--- config.mk ---
export PLATFORM = sky130hd
export DESIGN_NAME = casc_ack_top
export DESIGN_NICKNAME = d
export VERILOG_FILES = /design/src/rtl/casc_ack_pkg.sv /design/src/rtl/casc_rst_sync.sv /design/src/rtl/casc_route.sv /design/src/rtl/casc_result_reg.sv /design/src/rtl/casc_ack_top.sv
export SDC_FILE = /design/constraint.sdc
export NUM_CORES = 1
export LEC_CHECK = 0
export BUFFER_PORTS_ARGS = -buffer_cell sky130_fd_sc_hd__buf_2
export CAP_MARGIN = 10
export CELL_PAD_IN_SITES_DETAIL_PLACEMENT = 0
export CELL_PAD_IN_SITES_GLOBAL_PLACEMENT = 2
export CORE_ASPECT_RATIO = 1.25
export CORE_MARGIN = 3
export CORE_UTILIZATION = 26
export DETAILED_ROUTE_END_ITERATION = 16
export MAX_ROUTING_LAYER = met4
export PLACE_DENSITY_LB_ADDON = 0.1
export SYNTH_ARGS = -nofsm -noshare
export SYNTH_HDL_FRONTEND = slang
export SYNTH_SLANG_ARGS = --single-unit
--- constraint.sdc ---
create_clock -name clk -period 0.9 [get_ports clk]
set_input_delay 0.045 -clock clk [delete_from_list [all_inputs] [get_ports clk]]
set_output_delay 0.045 -clock clk [all_outputs]
set_load 0.1 [all_outputs]
--- src/rtl/casc_ack_pkg.sv ---
package casc_ack_pkg;
  localparam int CA_LINES  = 8;
  localparam int CA_LINE_W = $clog2(CA_LINES);
  localparam int CA_VEC_W  = 8;
  localparam logic [CA_LINE_W-1:0] CA_SPUR_LINE = CA_LINE_W'(CA_LINES - 1);

  typedef struct packed {
    logic                  mst_ack;
    logic [CA_LINE_W-1:0]  mst_line;
    logic                  slv_ack;
    logic [CA_LINE_W-1:0]  slv_line;
    logic [CA_VEC_W-1:0]   vec;
  } ack_res_t;
endpackage

--- src/rtl/casc_rst_sync.sv ---
module casc_rst_sync #(
  parameter int STAGES = 2
) (
  input  logic clk,
  input  logic rst_n,
  output logic rst_sync_n
);
  logic [STAGES-1:0] chain_q;

  always_ff @(posedge clk or negedge rst_n) begin
    if (!rst_n) chain_q <= '0;
    else        chain_q <= {chain_q[STAGES-2:0], 1'b1};
  end

  assign rst_sync_n = chain_q[STAGES-1];
endmodule

--- src/rtl/casc_route.sv ---
module casc_route
  import casc_ack_pkg::*;
#(
  parameter int CASCADE_LINE = 2
) (
  input  logic                 mst_valid,
  input  logic [CA_LINE_W-1:0] mst_line,
  input  logic [CA_VEC_W-1:0]  mst_base,
  input  logic                 slv_valid,
  input  logic [CA_LINE_W-1:0] slv_line,
  input  logic [CA_VEC_W-1:0]  slv_base,
  output ack_res_t             res
);
  localparam logic [CA_LINE_W-1:0] CASC = CA_LINE_W'(CASCADE_LINE);

  logic via_slave;
  assign via_slave = mst_valid && (mst_line == CASC);

  always_comb begin
    res = '0;
    if (!mst_valid) begin
      res.vec = {mst_base[CA_VEC_W-1:CA_LINE_W], CA_SPUR_LINE};
    end else begin
      res.mst_ack  = 1'b1;
      res.mst_line = mst_line;
      if (via_slave) begin
        if (slv_valid) begin
          res.slv_ack  = 1'b1;
          res.slv_line = slv_line;
          res.vec      = {slv_base[CA_VEC_W-1:CA_LINE_W], slv_line};
        end else begin
          res.vec      = {slv_base[CA_VEC_W-1:CA_LINE_W], CA_SPUR_LINE};
        end
      end else begin
        res.vec = {mst_base[CA_VEC_W-1:CA_LINE_W], mst_line};
      end
    end
  end
endmodule

--- src/rtl/casc_result_reg.sv ---
module casc_result_reg
  import casc_ack_pkg::*;
(
  input  logic     clk,
  input  logic     rst_n,
  input  logic     ack_req,
  input  ack_res_t res_d,
  output ack_res_t res_q,
  output logic     done_q
);
  logic     accept;
  logic     done_d;
  ack_res_t res_n;

  assign accept = ack_req && !done_q;

  always_comb begin
    done_d        = accept;
    res_n         = res_q;
    res_n.mst_ack = 1'b0;
    res_n.slv_ack = 1'b0;
    if (accept) res_n = res_d;
  end

  always_ff @(posedge clk or negedge rst_n) begin
    if (!rst_n) begin
      done_q <= 1'b0;
      res_q  <= '0;
    end else begin
      done_q <= done_d;
      res_q  <= res_n;
    end
  end
endmodule

--- src/rtl/casc_ack_top.sv ---
module casc_ack_top
  import casc_ack_pkg::*;
#(
  parameter int CASCADE_LINE = 2
) (
  input  logic                 clk,
  input  logic                 rst_n,
  input  logic                 ack_req,
  input  logic                 mst_valid,
  input  logic [CA_LINE_W-1:0] mst_line,
  input  logic [CA_VEC_W-1:0]  mst_base,
  input  logic                 slv_valid,
  input  logic [CA_LINE_W-1:0] slv_line,
  input  logic [CA_VEC_W-1:0]  slv_base,
  output logic                 mst_ack,
  output logic [CA_LINE_W-1:0] mst_ack_line,
  output logic                 slv_ack,
  output logic [CA_LINE_W-1:0] slv_ack_line,
  output logic [CA_VEC_W-1:0]  vec,
  output logic                 vec_done
);
  logic     rst_int_n;
  ack_res_t route_res;
  ack_res_t held_res;

  casc_rst_sync #(.STAGES(2)) u_rst (
    .clk(clk), .rst_n(rst_n), .rst_sync_n(rst_int_n)
  );

  casc_route #(.CASCADE_LINE(CASCADE_LINE)) u_route (
    .mst_valid(mst_valid), .mst_line(mst_line), .mst_base(mst_base),
    .slv_valid(slv_valid), .slv_line(slv_line), .slv_base(slv_base),
    .res(route_res)
  );

  casc_result_reg u_reg (
    .clk(clk), .rst_n(rst_int_n), .ack_req(ack_req),
    .res_d(route_res), .res_q(held_res), .done_q(vec_done)
  );

  assign mst_ack      = held_res.mst_ack;
  assign mst_ack_line = held_res.mst_line;
  assign slv_ack      = held_res.slv_ack;
  assign slv_ack_line = held_res.slv_line;
  assign vec          = held_res.vec;
endmodule

==> impl_metrics.tcl, run 1 <==
set metrics [dict create \
    status "complete, but fails checks" \
    violations "negative setup slack" \
    vias_per_cell 4.389 \
    yosysUniqueCellTypes 19 \
    detail-route-antenna-nets 0 \
    crit_path_cell_trace "buf_6 > buf_12" \
    dp_hpwl_um 1605 \
    gr-usage-met3 0.02486 \
    antenna_found_initial 0 \
    cts_max_level 1 \
    irDropWorstVdd_mv 0.9368 \
    netlist.area_leader.share 0.6003 \
    grt_max_degree 18 \
    setup_viol 33 \
    maxCapViolations 0 \
    drive_gt1_frac 0.7368 \
    routed_wl_um 2015 \
    path_class "register to output port" \
    fp.dieW_um 55.37 \
    syn_avg_cell_area_um2 10.56 \
    synth_nets 102 \
    holdWs_ns 0.01163 \
    stdcell_count 167 \
    wire_per_inst_um 12.07 \
    arrival_ns 1.06 \
    gp_congestion 0.6949 \
    cts_root_buf "clkbuf_4" \
    die_area_mm2 0.003748 \
    final_common_cell "buf_2" \
    cts_tree "done" \
    grt.busiest_layer "met2" \
    netlist_area_um2 792.0 \
    synth_top_area_cell "dfrtp_1" \
    first_pass_iters 2 \
    ys_warn_count 0 \
    fmax_ghz 0.9061 \
    core-area_mm2 0.002785 \
    finalHoldViolations 0 \
    n_antenna_cell 0 \
    layout.nets 161 \
    n_fill_cell 274 \
    die_y_um 67.71 \
    grtUsageMet1 0.1274 \
    clk_latency_ns 0.29 \
    slowest_delay_ns 0.49 \
    power_uw 2592 \
    io_pins 44 \
    grt_first_pass_wirelength_um 3491 \
    min_path_type "input pin to register" \
    route.vias.total 733 \
    post-route-period-util 1.226 \
    startpoint "u_reg.done_q" \
    final_cell_mix "buf_2, buf_12, dfrtp_2, buf_4, nand2_1" \
    syn_inst 75 \
    min-delay-start "slv_line[2]" \
    tns_ns -3.663 \
    dpl.cell_count 155 \
    port_buffers 37 \
    cp_data_required_time_ns 0.85 \
    initial_core_util 0.2844 \
    grt.total_usage 0.1242 \
    worstPathMaxFanout 2 \
    grt_pass1_vias 788 \
    rows 21 \
    areaGrowthSynthToFinish_pct 99.05 \
    ys_ff_latch 19 \
    grt-ovfl-total 0 \
    end_kind "output port" \
    clock_skew_ns 0.001863 \
    cts_buffers 3 \
    crit_path_start_kind "register" \
    ys_seq_area_frac 0.6003 \
    layout_setup_ws_ns -0.2037 \
    rsz0062_at_grt "true" \
    clkSinkCount 19 \
    cpMaxStageDelayCell "dfrtp_4" \
    synthTopCellsByArea "dfrtp_1, nand2_1, mux2i_1" \
    grtUsageMet2 0.2263 \
    post-route-drc-count 0 \
    slew_violations 0 \
    clk_pin_slew_ns 0.11 \
    finalCriticalPeriod_ns 1.104 \
    cts_max_path_buffers 2 \
    dr.first_iter.drc_count 3 \
    p_per_area_mw_per_mm2 1644 \
    power.leakage_uw 0.0007219 \
    r2r-start "u_reg.done_q" \
]
-- power breakdown --
part	switching [uW]	internal, uW	total [uW]
registers	77.8	940	1020
logic	699	446	1150
clock network	263	165	429
total	1040	1550	2590
-- layout make-up --
| class | count | area (um2) | area share |
|---|---|---|---|
| repair buffers | 56 | 631.9 | 0.4008 |
| flip-flops and latches | 19 | 499.2 | 0.3167 |
| multi-input cells | 46 | 339.1 | 0.2151 |
| well taps | 34 | 42.54 | 0.02698 |
| inverters | 7 | 31.28 | 0.01984 |
| clock buffers | 3 | 22.52 | 0.01429 |
| clock inverters | 1 | 5.005 | 0.003175 |
| repair inverters | 1 | 5.005 | 0.003175 |
-- registers in the layout, indices dropped and copies added, names as in the netlist --
name and cells:
u_reg.res_q 16, u_rst.chain_q 2, u_reg.done_q 1
-- cells in the mapped netlist (all sizes together) --
library cell,count
conb,1
and4bb,1
nand2b,1
dfrtp,19
buf,1
o21ai,12
a41oi,2
mux2i,5
nor2,3
clkbuf,2
inv,6
clkinv,1
o31ai,1
o22a,1
nand2,18
a31oi,1
-- layer usage --
metal	vias up	routed length, um
li1	363	-
met1	353	716
met2	15	1178
met3	2	99
met4	0	21
met5	-	0
-- worst max-delay path: cells and delay by family (launching register included) --
family / cells / cell delay (ns)
buf+inv: 2 / 0.27
flops: 1 / 0.49
-- what timing repair did --
item | CTS | global route
resized for setup | 10 | 11
setup endpoints to repair | 33 | 34
pin swaps | 1 | 4
setup buffers | 2 | 3
hold buffers | 2 | 0
cloned | 1 | 0
endpoints found under the hold margin | 3 | 0
-- per-stage QoR --
stage,util,instance area (um2),setup WS [ns]
2_1_floorplan,-,853.3,-0.3240
3_3_place_gp,0.5072,1413,-0.1379
3_5_place_dp,0.5072,1413,-0.1616
4_1_cts,0.5445,1516,-0.2227
5_1_grt,0.5660,1577,-0.2568
6_report,0.5660,1577,-0.2037
-- cells by family after synthesis --
family	synth area share
buffers and inverters	0.05687
flip-flops	0.6003
other	0.004735
multiplexers	0.06319
AND/OR/NAND/NOR	0.1327
AO/OA/AOI/OAI	0.1422
-- worst paths after layout --
check / endpoint / slack (ns) / cells after the start
setup / recovery: vec_done / -0.20 / 2
hold / removal: u_reg.res_q[10] / 0.01 / 3
setup reg to reg: u_reg.res_q[1] / -0.20 / 4
hold reg to reg: u_reg.res_q[4] / 0.20 / 1
max in group asynchronous: u_reg.done_q / 0.49 / 1
min in group asynchronous: u_rst.chain_q[1] / 0.04 / 2
Power figures use the tool's default switching activity.
==> inputs of run 2 (changes only) <==
--- a/config.mk
+++ b/config.mk
@@ -5,16 +5,18 @@
 export SDC_FILE = /design/constraint.sdc
 export NUM_CORES = 1
 export LEC_CHECK = 0
+export ABC_AREA = 1
 export BUFFER_PORTS_ARGS = -buffer_cell sky130_fd_sc_hd__buf_2
 export CAP_MARGIN = 10
 export CELL_PAD_IN_SITES_DETAIL_PLACEMENT = 0
 export CELL_PAD_IN_SITES_GLOBAL_PLACEMENT = 2
 export CORE_ASPECT_RATIO = 1.25
 export CORE_MARGIN = 3
-export CORE_UTILIZATION = 26
+export CORE_UTILIZATION = 25
 export DETAILED_ROUTE_END_ITERATION = 16
 export MAX_ROUTING_LAYER = met4
 export PLACE_DENSITY_LB_ADDON = 0.1
+export SKIP_LAST_GASP = 1
 export SYNTH_ARGS = -nofsm -noshare
 export SYNTH_HDL_FRONTEND = slang
 export SYNTH_SLANG_ARGS = --single-unit
==> run 2 against run 1 <==
The run still ends with negative setup slack left. Sequential share of layout area rose by 0.10 points. Critical path type unchanged. Maximum frequency barely moved. Critical endpoint unchanged. Register-to-register slack barely moved. Routed wire length rose by 6.5%.
==> impl_metrics.tcl, run 2 <==
set metrics [dict create \
    grt_pass1_vias 791 \
    yosysMostFrequentCell "nand2_1" \
    layout.nets 181 \
    post-route-drc-count 0 \
    r2r-end "u_reg.res_q[3]" \
    power.leakage_uw 0.0007660 \
    clk_pin_slew_ns 0.12 \
    setup_viol 34 \
    synth_top_area_cell "dfrtp_1" \
    cp_num_buf_inv 2 \
    final_area_mm2 0.001572 \
    port_buffers 37 \
    slew_violations 0 \
    end_kind "output port" \
    cts_max_level 1 \
    final_cell_mix "nand2_1, buf_2, buf_12, dfrtp_2, nand3_1" \
    syn_avg_cell_area_um2 8.771 \
    core-area_mm2 0.003083 \
    routed_wl_um 2146 \
    cp_top_family "flip-flops" \
    cpMaxStageDelayCell "dfrtp_4" \
    areaGrowthSynthToFinish_pct 86.63 \
    die_y_um 70.89 \
    path_class "register to output port" \
    gr-usage-met3 0.02007 \
    grt_first_pass_wirelength_um 3739 \
    grtUsageMet1 0.1570 \
    ys_ff_latch 19 \
    dpl.cell_count 175 \
    syn_inst 96 \
    antenna_found_initial 0 \
    regMostFlops "u_reg.res_q" \
    cts_max_path_buffers 2 \
    final_common_cell "nand2_1" \
    violations "negative setup slack" \
    holdWs_ns 0.03379 \
    grtUsageMet2 0.1847 \
    ys_seq_area_frac 0.5646 \
    netlist_area_um2 842.1 \
    arrival_ns 1.06 \
    grt.total_usage 0.1203 \
    irDropWorstVdd_mv 0.8803 \
    ys_warn_count 0 \
    initial_core_util 0.2731 \
    netlist.area_leader.share 0.5646 \
    fp.dieW_um 57.91 \
    stdcell_count 189 \
    largest_register_ffs 16 \
    r2r-start "u_reg.done_q" \
    crit_path_cell_trace "buf_6 > buf_12" \
    grt-ovfl-total 0 \
    grt_max_degree 18 \
    dr.first_iter.drc_count 16 \
    synthArstFlopShare 1.000 \
    n_antenna_cell 0 \
    wire_per_inst_um 11.35 \
    detail-route-antenna-nets 0 \
    synth_nets 123 \
    rsz0062_at_grt "true" \
    layout_setup_ws_ns -0.2027 \
    synthTopCellsByArea "dfrtp_1, nand2_1, nand3_1" \
    largest_registers "u_reg.res_q x16, u_rst.chain_q x2, u_reg.done_q x1" \
    worstPathMaxFanout 2 \
    slowest_delay_ns 0.49 \
    min_path_type "input pin to asynchronous set/reset pin" \
    fin_util 0.5097 \
    reg2reg_slack_ns -0.20 \
    synthTopCellsByCount "nand2_1, dfrtp_1, nand3_1" \
    drive_gt1_frac 0.5817 \
    finalHoldViolations 0 \
    yosysUniqueCellTypes 16 \
    dp_hpwl_um 1746 \
    p_per_area_mw_per_mm2 1661 \
    route.vias.total 806 \
    fmax_ghz 0.9069 \
    gp_congestion 0.7542 \
    synth_top_flop_cell "dfrtp_1" \
    crit_path_start_kind "register" \
    vias_per_cell 4.265 \
    synth-edff-count 0 \
    placed_area_mm2 0.001401 \
    post-route-period-util 1.225 \
    cts_root_buf "clkbuf_4" \
    rr_worst_depth 6 \
    status "complete, but fails checks" \
    clkSinkCount 19 \
    first_pass_iters 4 \
    clock_skew_ns 0.01440 \
    cts_tree "done" \
    die_area_mm2 0.004105 \
    io_pins 44 \
    cts_buffers 3 \
    grt.busiest_layer "met2" \
    maxCapViolations 0 \
    clk_latency_ns 0.30 \
    rows 22 \
    cp_data_required_time_ns 0.85 \
    finalCriticalPeriod_ns 1.103 \
]
[run 2: area by class of cell]
class / instances / area [um2]
fillers: 327 / 1511
repair buffers: 54 / 600.6
flip-flops and latches: 19 / 499.2
multi-input cells: 68 / 364.1
well taps: 36 / 45.04
inverters: 8 / 32.53
clock buffers: 3 / 22.52
clock inverters: 1 / 7.507
[run 2: metrics by stage]
step / setup WS (ns) / total power [uW] / setup TNS, ns
after floorplan: -0.3329 / 1640 / -4.379
after global placement: -0.1532 / 2103 / -1.477
after detailed placement: -0.1966 / 2108 / -1.762
after CTS: -0.2193 / 2606 / -3.656
after global routing: -0.2909 / 2728 / -5.070
final: -0.2027 / 2610 / -3.341
[run 2: timing repair]
action                                 CTS  global route
hold buffers                             4             0
buffers inserted                         1             5
setup endpoints to repair               32            33
cloned                                   0             0
pin swaps                               11             5
resized for setup                       11             6
endpoints found under the hold margin    5             0
[run 2: kinds of logic after synthesis]
family,synth area share
compound gates,0.05647
other cells,0.004453
flops,0.5646
buf+inv,0.04160
simple gates,0.3328
[run 2: layer usage]
metal	up-vias	part of all wire
met5	-	0
met4	0	0.0098
met3	2	0.066
met2	24	0.49
met1	367	0.43
li1	413	-
[run 2: worst reg2reg max path, delay by kind of cell (launching register included)]
| family | cells | cell delay [ns] |
|---|---|---|
| buffers and inverters | 3 | 0.33 |
| flip-flops | 1 | 0.49 |
| AND/OR/NAND/NOR | 3 | 0.19 |
[run 2: power breakdown]
| part | total [uW] | internal, uW | switching [uW] | leakage (uW) |
|---|---|---|---|---|
| registers | 1010 | 940 | 73.5 | 0.000215 |
| logic | 1150 | 436 | 714 | 0.000537 |
| clock network | 446 | 169 | 277 | 0.0000139 |
[run 2: how the worst max path moves through the flow]
stage,startpoint,endpoint,cells past startpoint
2_1_floorplan,u_reg.done_q,u_reg.res_q[1],6
3_3_place_gp,u_reg.done_q,u_reg.res_q[1],6
3_5_place_dp,u_reg.done_q,u_reg.res_q[1],6
4_1_cts,u_reg.done_q,vec_done,2
5_1_grt,u_reg.done_q,u_reg.res_q[1],6
6_report,u_reg.done_q,vec_done,2
